--- src/rtl/dtmf_pkg.sv ---
package dtmf_pkg;

  localparam int unsigned TONES_PER_GROUP = 4;

  // Nominal tone frequency in Hz; grp 0 = low band, grp 1 = high band.
  function automatic int unsigned tone_hz(int unsigned grp, int unsigned idx);
    int unsigned f;
    if (grp == 0) begin
      case (idx)
        0: f = 697;
        1: f = 770;
        2: f = 852;
        default: f = 941;
      endcase
    end else begin
      case (idx)
        0: f = 1209;
        1: f = 1336;
        2: f = 1477;
        default: f = 1633;
      endcase
    end
    return f;
  endfunction

  // Rounded number of clock cycles in one period of freq_hz.
  function automatic int unsigned nominal_period(int unsigned clk_hz, int unsigned freq_hz);
    return (clk_hz + freq_hz / 2) / freq_hz;
  endfunction

  // Edge-silence limit: 1.5x the slowest tone of the group (index 0).
  function automatic int unsigned timeout_cycles(int unsigned clk_hz, int unsigned grp);
    return (nominal_period(clk_hz, tone_hz(grp, 0)) * 3) / 2;
  endfunction

  // Keypad code from row (low tone index) and column (high tone index).
  function automatic logic [3:0] key_of(logic [1:0] row, logic [1:0] col);
    logic [3:0] k;
    if (col == 2'd3) begin
      case (row)
        2'd0: k = 4'b1101;
        2'd1: k = 4'b1110;
        2'd2: k = 4'b1111;
        default: k = 4'b0000;
      endcase
    end else if (row == 2'd3) begin
      case (col)
        2'd0: k = 4'b1011;
        2'd1: k = 4'b1010;
        default: k = 4'b1100;
      endcase
    end else begin
      k = 4'({2'b00, row} * 4'd3 + {2'b00, col} + 4'd1);
    end
    return k;
  endfunction

endpackage

--- src/rtl/dtmf_period_meter.sv ---
module dtmf_period_meter #(
  parameter int unsigned LW  = 16,
  parameter int unsigned TMO = 1000
) (
  input  logic          clk,
  input  logic          rst_n,
  input  logic          clear,
  input  logic          sq_in,
  output logic          per_valid,
  output logic [LW-1:0] per_len,
  output logic          tmo
);

  logic [2:0]    sync_q;
  logic          rise;
  logic          primed_q;
  logic [LW-1:0] cnt_q;

  always_ff @(posedge clk or negedge rst_n) begin
    if (!rst_n) begin
      sync_q <= '0;
    end else if (clear) begin
      sync_q <= '0;
    end else begin
      sync_q <= {sync_q[1:0], sq_in};
    end
  end

  assign rise = sync_q[1] & ~sync_q[2];

  always_ff @(posedge clk or negedge rst_n) begin
    if (!rst_n) begin
      cnt_q     <= '0;
      primed_q  <= 1'b0;
      per_valid <= 1'b0;
      per_len   <= '0;
      tmo       <= 1'b0;
    end else if (clear) begin
      cnt_q     <= '0;
      primed_q  <= 1'b0;
      per_valid <= 1'b0;
      tmo       <= 1'b0;
    end else begin
      per_valid <= 1'b0;
      tmo       <= 1'b0;
      if (rise) begin
        if (primed_q) begin
          per_valid <= 1'b1;
          per_len   <= cnt_q;
        end
        primed_q <= 1'b1;
        cnt_q    <= LW'(1);
      end else if (primed_q) begin
        if (32'(cnt_q) >= TMO) begin
          tmo      <= 1'b1;
          primed_q <= 1'b0;
        end else begin
          cnt_q <= cnt_q + LW'(1);
        end
      end
    end
  end

  AST_PERIOD_BOUNDED: assert property (@(posedge clk) disable iff (!rst_n)
    per_valid |-> (32'(per_len) <= TMO));

  AST_TMO_UNPRIMES: assert property (@(posedge clk) disable iff (!rst_n)
    tmo |=> !per_valid);

endmodule

--- src/rtl/dtmf_tone_classifier.sv ---
module dtmf_tone_classifier #(
  parameter int unsigned CLK_HZ  = 3579545,
  parameter int unsigned GROUP   = 0,
  parameter int unsigned LW      = 16,
  parameter int unsigned NAVG    = 4,
  parameter int unsigned ACC_PPT = 25,
  parameter int unsigned REJ_PPT = 35
) (
  input  logic          clk,
  input  logic          rst_n,
  input  logic          clear,
  input  logic          per_valid,
  input  logic [LW-1:0] per_len,
  input  logic          tmo,
  output logic          tone_ok,
  output logic [1:0]    tone_idx
);

  localparam int unsigned NT = dtmf_pkg::TONES_PER_GROUP;
  localparam int unsigned RW = $clog2(NAVG + 1);
  localparam int unsigned HW = (NAVG > 2) ? NAVG - 1 : 1;

  logic [LW-1:0] win_q [HW];
  logic [RW-1:0] run_q;
  logic [31:0]   sum_new;
  logic [NT-1:0] hit_vec;
  logic [NT-1:0] avg_vec;
  logic          hit_any;
  logic [1:0]    hit_idx;

  // Sum of the current period and the NAVG-1 stored ones.
  always_comb begin
    sum_new = 32'(per_len);
    for (int k = 0; k < NAVG - 1; k++) begin
      sum_new = sum_new + 32'(win_q[k]);
    end
  end

  for (genvar gi = 0; gi < NT; gi++) begin : g_tone
    localparam int unsigned P  = dtmf_pkg::nominal_period(CLK_HZ, dtmf_pkg::tone_hz(GROUP, gi));
    localparam int unsigned RT = (P * REJ_PPT) / 1000;
    localparam int unsigned NP = P * NAVG;
    localparam int unsigned AT = (NP * ACC_PPT) / 1000;
    logic [31:0] len32;
    assign len32       = 32'(per_len);
    assign hit_vec[gi] = (len32 + RT >= P) && (len32 <= P + RT);
    assign avg_vec[gi] = (sum_new + AT >= NP) && (sum_new <= NP + AT);
  end

  always_comb begin
    hit_idx = 2'd0;
    for (int i = 0; i < NT; i++) begin
      if (hit_vec[i]) hit_idx = 2'(i);
    end
  end

  assign hit_any = |hit_vec;

  always_ff @(posedge clk or negedge rst_n) begin
    if (!rst_n) begin
      run_q    <= '0;
      tone_ok  <= 1'b0;
      tone_idx <= 2'd0;
      for (int k = 0; k < HW; k++) win_q[k] <= '0;
    end else if (clear || tmo) begin
      run_q   <= '0;
      tone_ok <= 1'b0;
    end else if (per_valid) begin
      win_q[0] <= per_len;
      for (int k = 1; k < HW; k++) win_q[k] <= win_q[k-1];
      if (!hit_any) begin
        run_q   <= '0;
        tone_ok <= 1'b0;
      end else if (run_q == '0 || hit_idx != tone_idx) begin
        tone_idx <= hit_idx;
        run_q    <= RW'(1);
        tone_ok  <= 1'b0;
      end else begin
        if (32'(run_q) < NAVG) run_q <= run_q + RW'(1);
        tone_ok <= (32'(run_q) >= NAVG - 1) && avg_vec[hit_idx];
      end
    end
  end

  AST_HIT_UNIQUE: assert property (@(posedge clk) disable iff (!rst_n)
    per_valid |-> $onehot0(hit_vec));

  AST_BAD_PERIOD_DROPS: assert property (@(posedge clk) disable iff (!rst_n)
    (per_valid && !hit_any) |=> !tone_ok);

  AST_SILENCE_DROPS: assert property (@(posedge clk) disable iff (!rst_n)
    tmo |=> !tone_ok);

  AST_OK_ON_PERIOD: assert property (@(posedge clk) disable iff (!rst_n)
    $rose(tone_ok) |-> $past(per_valid));

endmodule

--- src/rtl/dtmf_pair_combiner.sv ---
module dtmf_pair_combiner (
  input  logic       clk,
  input  logic       rst_n,
  input  logic       power_down,
  input  logic       letter_inhibit,
  input  logic       lo_ok,
  input  logic [1:0] lo_idx,
  input  logic       hi_ok,
  input  logic [1:0] hi_idx,
  output logic       early_valid,
  output logic [3:0] key_code
);

  logic letter;
  logic pair_ok;

  assign letter  = (hi_idx == 2'd3);
  assign pair_ok = lo_ok && hi_ok && !(letter_inhibit && letter);

  always_ff @(posedge clk or negedge rst_n) begin
    if (!rst_n) begin
      early_valid <= 1'b0;
      key_code    <= 4'b0000;
    end else if (power_down) begin
      early_valid <= 1'b0;
    end else begin
      early_valid <= pair_ok;
      if (pair_ok) key_code <= dtmf_pkg::key_of(lo_idx, hi_idx);
    end
  end

  AST_LETTER_MASKED: assert property (@(posedge clk) disable iff (!rst_n)
    (letter_inhibit && letter) |=> !early_valid);

  AST_POWERDOWN_QUIET: assert property (@(posedge clk) disable iff (!rst_n)
    power_down |=> !early_valid);

  AST_CODE_HOLDS: assert property (@(posedge clk) disable iff (!rst_n)
    !pair_ok |=> $stable(key_code));

  AST_VALID_NEEDS_PAIR: assert property (@(posedge clk) disable iff (!rst_n)
    early_valid |-> $past(lo_ok && hi_ok));

endmodule

--- src/rtl/dtmf_pair_decoder.sv ---
module dtmf_pair_decoder #(
  parameter int unsigned CLK_HZ  = 3579545,
  parameter int unsigned NAVG    = 4,
  parameter int unsigned ACC_PPT = 25,
  parameter int unsigned REJ_PPT = 35
) (
  input  logic       clk,
  input  logic       rst_n,
  input  logic       power_down,
  input  logic       letter_inhibit,
  input  logic       low_tone,
  input  logic       high_tone,
  output logic       early_valid,
  output logic [3:0] key_code
);

  localparam int unsigned TMO_LO = dtmf_pkg::timeout_cycles(CLK_HZ, 0);
  localparam int unsigned TMO_HI = dtmf_pkg::timeout_cycles(CLK_HZ, 1);
  localparam int unsigned LW     = $clog2(TMO_LO + 2);

  logic          lo_pv, hi_pv;
  logic [LW-1:0] lo_len, hi_len;
  logic          lo_tmo, hi_tmo;
  logic          lo_ok, hi_ok;
  logic [1:0]    lo_idx, hi_idx;

  dtmf_period_meter #(.LW(LW), .TMO(TMO_LO)) u_meter_lo (
    .clk(clk), .rst_n(rst_n), .clear(power_down), .sq_in(low_tone),
    .per_valid(lo_pv), .per_len(lo_len), .tmo(lo_tmo)
  );

  dtmf_period_meter #(.LW(LW), .TMO(TMO_HI)) u_meter_hi (
    .clk(clk), .rst_n(rst_n), .clear(power_down), .sq_in(high_tone),
    .per_valid(hi_pv), .per_len(hi_len), .tmo(hi_tmo)
  );

  dtmf_tone_classifier #(
    .CLK_HZ(CLK_HZ), .GROUP(0), .LW(LW), .NAVG(NAVG),
    .ACC_PPT(ACC_PPT), .REJ_PPT(REJ_PPT)
  ) u_class_lo (
    .clk(clk), .rst_n(rst_n), .clear(power_down), .per_valid(lo_pv),
    .per_len(lo_len), .tmo(lo_tmo), .tone_ok(lo_ok), .tone_idx(lo_idx)
  );

  dtmf_tone_classifier #(
    .CLK_HZ(CLK_HZ), .GROUP(1), .LW(LW), .NAVG(NAVG),
    .ACC_PPT(ACC_PPT), .REJ_PPT(REJ_PPT)
  ) u_class_hi (
    .clk(clk), .rst_n(rst_n), .clear(power_down), .per_valid(hi_pv),
    .per_len(hi_len), .tmo(hi_tmo), .tone_ok(hi_ok), .tone_idx(hi_idx)
  );

  dtmf_pair_combiner u_comb (
    .clk(clk), .rst_n(rst_n), .power_down(power_down),
    .letter_inhibit(letter_inhibit), .lo_ok(lo_ok), .lo_idx(lo_idx),
    .hi_ok(hi_ok), .hi_idx(hi_idx), .early_valid(early_valid),
    .key_code(key_code)
  );

  initial begin
    AST_NAVG_MIN: assert (NAVG >= 2);
  end

endmodule

--- config.mk ---
export PLATFORM = sky130hd
export DESIGN_NAME = dtmf_pair_decoder
export DESIGN_NICKNAME = d
export VERILOG_FILES = /design/src/rtl/dtmf_pkg.sv /design/src/rtl/dtmf_period_meter.sv /design/src/rtl/dtmf_tone_classifier.sv /design/src/rtl/dtmf_pair_combiner.sv /design/src/rtl/dtmf_pair_decoder.sv
export SDC_FILE = /design/constraint.sdc
export NUM_CORES = 1
export LEC_CHECK = 0
export BUFFER_PORTS_ARGS = -buffer_cell sky130_fd_sc_hd__buf_2
export CAP_MARGIN = 0
export CORE_MARGIN = 2
export CORE_UTILIZATION = 40
export CTS_CLUSTER_SIZE = 12
export DETAILED_ROUTE_END_ITERATION = 12
export PLACE_DENSITY = 0.54
export RECOVER_POWER = 100
export SLEW_MARGIN = 0
export SYNTH_ARGS = -nofsm -noshare
export SYNTH_HDL_FRONTEND = slang
export SYNTH_SLANG_ARGS = --single-unit
--- constraint.sdc ---
create_clock -name clk -period 7.52 [get_ports clk]
set_input_delay 0.752 -clock clk [delete_from_list [all_inputs] [get_ports clk]]
set_output_delay 0.752 -clock clk [all_outputs]
set_load 0.005 [all_outputs]
==> summary by stage <==
Run status
The flow ran to the end, but the final reports show violations. The final reports fail on capacitance limit, slew limit.

Clock tree
The clock insertion delay at the later pin of the skew report is 0.44 ns. The H-tree depth reported by CTS is 4. The TritonCTS clock tree is built. The number of gates resized after cts is 0. CTS placed an instance of sky130_fd_sc_hd__clkbuf_16 at the clock tree root. The number of setup buffers added after CTS is 0.

After clock tree synthesis, the clock-pin slew on the worst setup and hold paths is 0.07 ns. For this design, the CTS-stage hold fixing added 0 buffers. The clock passes through at most 2 buffers. The number of buffers created by CTS is 17. The number of clock sinks is 159.

Placement
Detailed placement finished with a half-perimeter wire length of about 24000 um. After detailed placement, the total cell area comes to 13700 um2. The worst setup timing slack at the placement stage is about 1.1 ns. Buffers placed on the I/O ports in this run total 10.

The routability-driven placement congestion ratio is roughly 0.86.

Timing
In the post-route analysis, the smallest setup slack over all paths is 1.04 ns. The post-route setup TNS is 0 ns. Based on the critical path, the design can be clocked at up to roughly 150 MHz. The hold violation count in the final report is 0. Final hold analysis gives a worst-case slack of 0.473 ns. Setup violations remaining at the end of the flow were counted as 0. The minimum clock period is about 6.5 ns. The slew at the pin closest to its max-slew limit is a little over 5 ns. The final count of pins violating max slew is 292. After layout, the worst path uses approximately 86% of the clock period. On the final layout, the worst clock skew is 0.00835 ns. Setup repair after global routing left no endpoint under its margin. Headroom to the max-slew limit came out at -236%.

Critical path
In this design, the critical path's most frequently occurring cell is sky130_fd_sc_hd__a21oi_1. The critical path required time is ~8 ns. The slowest stage of the critical path belongs to the cell sky130_fd_sc_hd__xnor2_1.

Of all nets on the critical path, the largest fanout is 14. The largest stage delay on the critical path is just over 0.8 ns. The startpoint identified for the worst register-to-register timing path is u_meter_hi.per_len[0]. Walking the worst path, the cells encountered are ha_1, fa_1, a21o_1, a21oi_1, o21bai_1, a21oi_1, o21bai_1, a21oi_1, nor2b_1, o21a_1, o41a_1, xnor2_1, fa_1, inv_1, ha_1, nand2_1, nor2_1, a221oi_1, xnor2_1, nand3_1, o41ai_1, a31oi_1, a311o_1, a311oi_1.

The arrival time of the worst setup path is 6.83 ns. The slack of the worst reg-to-reg path is a little over 1 ns. The end of the worst register-to-register path is u_class_hi.tone_ok. The number of cells on the worst reg-to-reg path is 24. The launching element type of the critical path is a flop. The element type at the critical path end is a flop. By startpoint and endpoint, the worst setup path is classified as reg -> reg.

Flow run
Max-cap violations in this run came to 4.

Drt
For this block, wires on met1 add up to about 17000 um. For this run, design rule violations remaining after detail routing come to 0. For this run, the detailed router's first-pass iteration total came to 5.

Using the TritonRoute via totals, the vias-per-cell ratio works out to ~5.6. Dividing the detail-routed wire length by the instance count gives around 16 um. The detailed-routed wire length on met3 is 1210 um.

The total length of routed wires is between 30000 and 40000 um. The count of antenna-violating nets left after detailed routing is 0. The highest metal layer with signal wires is met4. Summed over all nets, wire length on met2 after detailed routing comes to ~14000 um.

The first-iteration detailed-routing DRC count is approximately 760. Across all layers, the routed design uses 11.3k vias.

Floorplan
After floorplanning, the core was sized to cover 32600 um2. In this run the count of I/O pins placed on the die edge is 11. The number of standard-cell rows in the floorplan is 66.

The die footprint is ~35000 um2. The horizontal extent of the die is approximately 190 um. The die boundary height is 186 um. Once the floorplan was initialized, standard cells occupied 40.7% of the core.

Final layout
Leaving out fill and tap cells, the most frequent cell in the layout is sky130_fd_sc_hd__o21ai_0. Counting the fill cells in the layout gives ~3.3k. The area of all placed cells without fillers is roughly 14000 um2. The library cells used most frequently in the layout, excluding fill and tap cells, are sky130_fd_sc_hd__o21ai_0 (161), sky130_fd_sc_hd__dfrtp_1 (159), sky130_fd_sc_hd__nand2_1 (158), sky130_fd_sc_hd__inv_1 (148), sky130_fd_sc_hd__nor2_1 (95). The layout overhead on the synthesized area is 7.57%.

For this run, the share of the core covered by cells in the final layout is between 40% and 50%. The net count of the finished layout is about 1.7k. The fraction of final layout cells with drive strength greater than 1 is 7.79%.

Worst hold path
The hold path endpoint is u_class_hi.win_q[4]. In this run the worst hold path is classified as reg -> reg. The worst hold path passes through 2 cells. The critical hold path startpoint is u_class_hi.win_q[17].

Synthesis
Averaged over all synthesized cells, the footprint is 8.39 um2. After synthesis, the cell types taking the most area are sky130_fd_sc_hd__dfrtp_1 (30%), sky130_fd_sc_hd__ha_1 (7.7%), sky130_fd_sc_hd__o21ai_0 (6.0%). The synthesized design devotes to its leading area cell type 30.0% of total area. Counting every instance in the synthesized netlist gives 1581. Among all flip-flop cells after synthesis, the most frequent one is sky130_fd_sc_hd__dfrtp_1. When the netlist entered floorplanning its net count stood at 1701. The share of flip-flops with an asynchronous set or reset is between 90% and 100%. Counting flops and latches in the post-synthesis netlist gives approximately 160.

The part of the Yosys area used for sequential elements is a little under a third. The cell taking the most area after synthesis is sky130_fd_sc_hd__dfrtp_1. The yosys synthesis warning count is 0. The number of synthesized flops with an enable pin is 0. The mapped netlist covers 13300 um2. The count of unique library cells instantiated by Yosys is 96.

Power and ir drop
The power density normalized to cell area is roughly 370 nW/um2. Combinational logic is responsible for 64.3% of the overall power. The internal power of the cells totals around 2.7 mW. In this run the static leakage power is 6.21 nW.

The fraction of power consumed by sequential logic is between 10% and 20%. The power dissipated by switching net loads is between 2 and 3 mW. In this run switching power makes up approximately half of total power. The share of total power dissipated in the clock network is about 17%.

IR analysis of the VDD net gives a maximum drop of 0.000241 V.

Global route
The total congestion overflow after global routing is 0. Entering global routing, the biggest net connects between 90 and 100 pins. The initial antenna violation count was 1. Global routing used about a fifth of the available tracks. The number of global-route vias before repair was 10.5k. The first global-routing pass estimated 53900 um of wire.
==> final cells by class <==
cell class	count	area [um2]	share of cell area, %
diodes	1	2.50	0.0175
clock buffers	18	429	3.01
clock inverters	11	168	1.18
inverters	149	559	3.92
multi-input cells	1198	8400	58.9
flip-flops and latches	159	3980	27.9
well taps	442	553	3.88
repair buffers	31	174	1.22
==> power groups by stage <==
stage          Combinational (mW)  Sequential (mW)  Clock (mW)
2_1_floorplan                2.68            0.970           0
3_3_place_gp                 3.37             1.01           0
3_5_place_dp                 3.37             1.01           0
4_1_cts                      3.39            0.996       0.932
5_1_grt                      3.83             1.01       0.964
6_report                     3.43            0.996       0.911
==> how the worst max path moves through the flow <==
| stage | from | slack, ns | cells after the start | to |
|---|---|---|---|---|
| 2_1_floorplan | u_meter_hi.per_len[0] | 2.00 | 25 | u_class_hi.tone_ok |
| 3_3_place_gp | u_meter_hi.per_len[0] | 1.23 | 24 | u_class_hi.tone_ok |
| 3_5_place_dp | u_meter_hi.per_len[0] | 1.08 | 24 | u_class_hi.tone_ok |
| 4_1_cts | u_meter_hi.per_len[0] | 1.07 | 24 | u_class_hi.tone_ok |
| 5_1_grt | rst_n | 0.39 | 2 | u_class_hi.win_q[18] |
| 6_report | u_meter_hi.per_len[0] | 1.04 | 24 | u_class_hi.tone_ok |
==> registers in the layout (all words and copies together), names as in the netlist, 2 cells and up <==
name,count
u_comb.key_code,4
u_meter_lo.cnt_q,13
u_class_hi.run_q,3
u_class_lo.win_q,39
u_meter_lo.sync_q,3
u_meter_hi.sync_q,3
u_meter_hi.per_len,13
u_class_hi.win_q,39
u_meter_lo.per_len,13
u_class_lo.tone_idx,2
u_class_lo.run_q,3
u_meter_hi.cnt_q,13
u_class_hi.tone_idx,2
==> layer usage <==
layer / GRT usage, % / vias up
met5: 0 / -
met4: 6.30 / 0
met3: 2.52 / 33
met2: 28.6 / 219
met1: 28.9 / 5433
li1: - / 5635
==> cells in the mapped netlist, drive strengths merged, types with 19 or more instances <==
cell      n
a211oi   21
a21o     19
a21oi    78
a31oi    21
clkbuf   60
dfrtp   159
fa       32
ha       82
inv     149
mux2     49
nand2   158
nand3    42
nor2     95
nor2b    22
nor3     36
o21ai   169
o21bai   19
xnor2    33
==> stage by stage <==
| step | instances | power [mW] |
|---|---|---|
| final | 2009 | 5.34 |
| after global routing | 2008 | 5.80 |
| after CTS | 2008 | 5.32 |
| after detailed placement | 1979 | 4.38 |
| after global placement | 1979 | 4.38 |
| after floorplan | 1581 | 3.65 |
==> worst max-delay path: cells and delay by family, from the launching register on <==
family                   cells  cell delay [ns]
AO/OA/AOI/OAI               13             2.75
XOR/XNOR                     2             0.98
adder cells (fa/ha/maj)      4             1.57
flip-flops                   1             0.52
AND/OR/NAND/NOR              4             0.52
buffers and inverters        1             0.04
==> cells by family after synthesis <==
kind of cell / share of synthesized area (%)
AO/OA/AOI/OAI: 24.4
XOR/XNOR: 3.42
adder cells (fa/ha/maj): 12.6
buffers and inverters: 6.53
flip-flops: 30.0
multiplexers: 4.46
AND/OR/NAND/NOR: 18.6
Power figures use the tool's default switching activity.
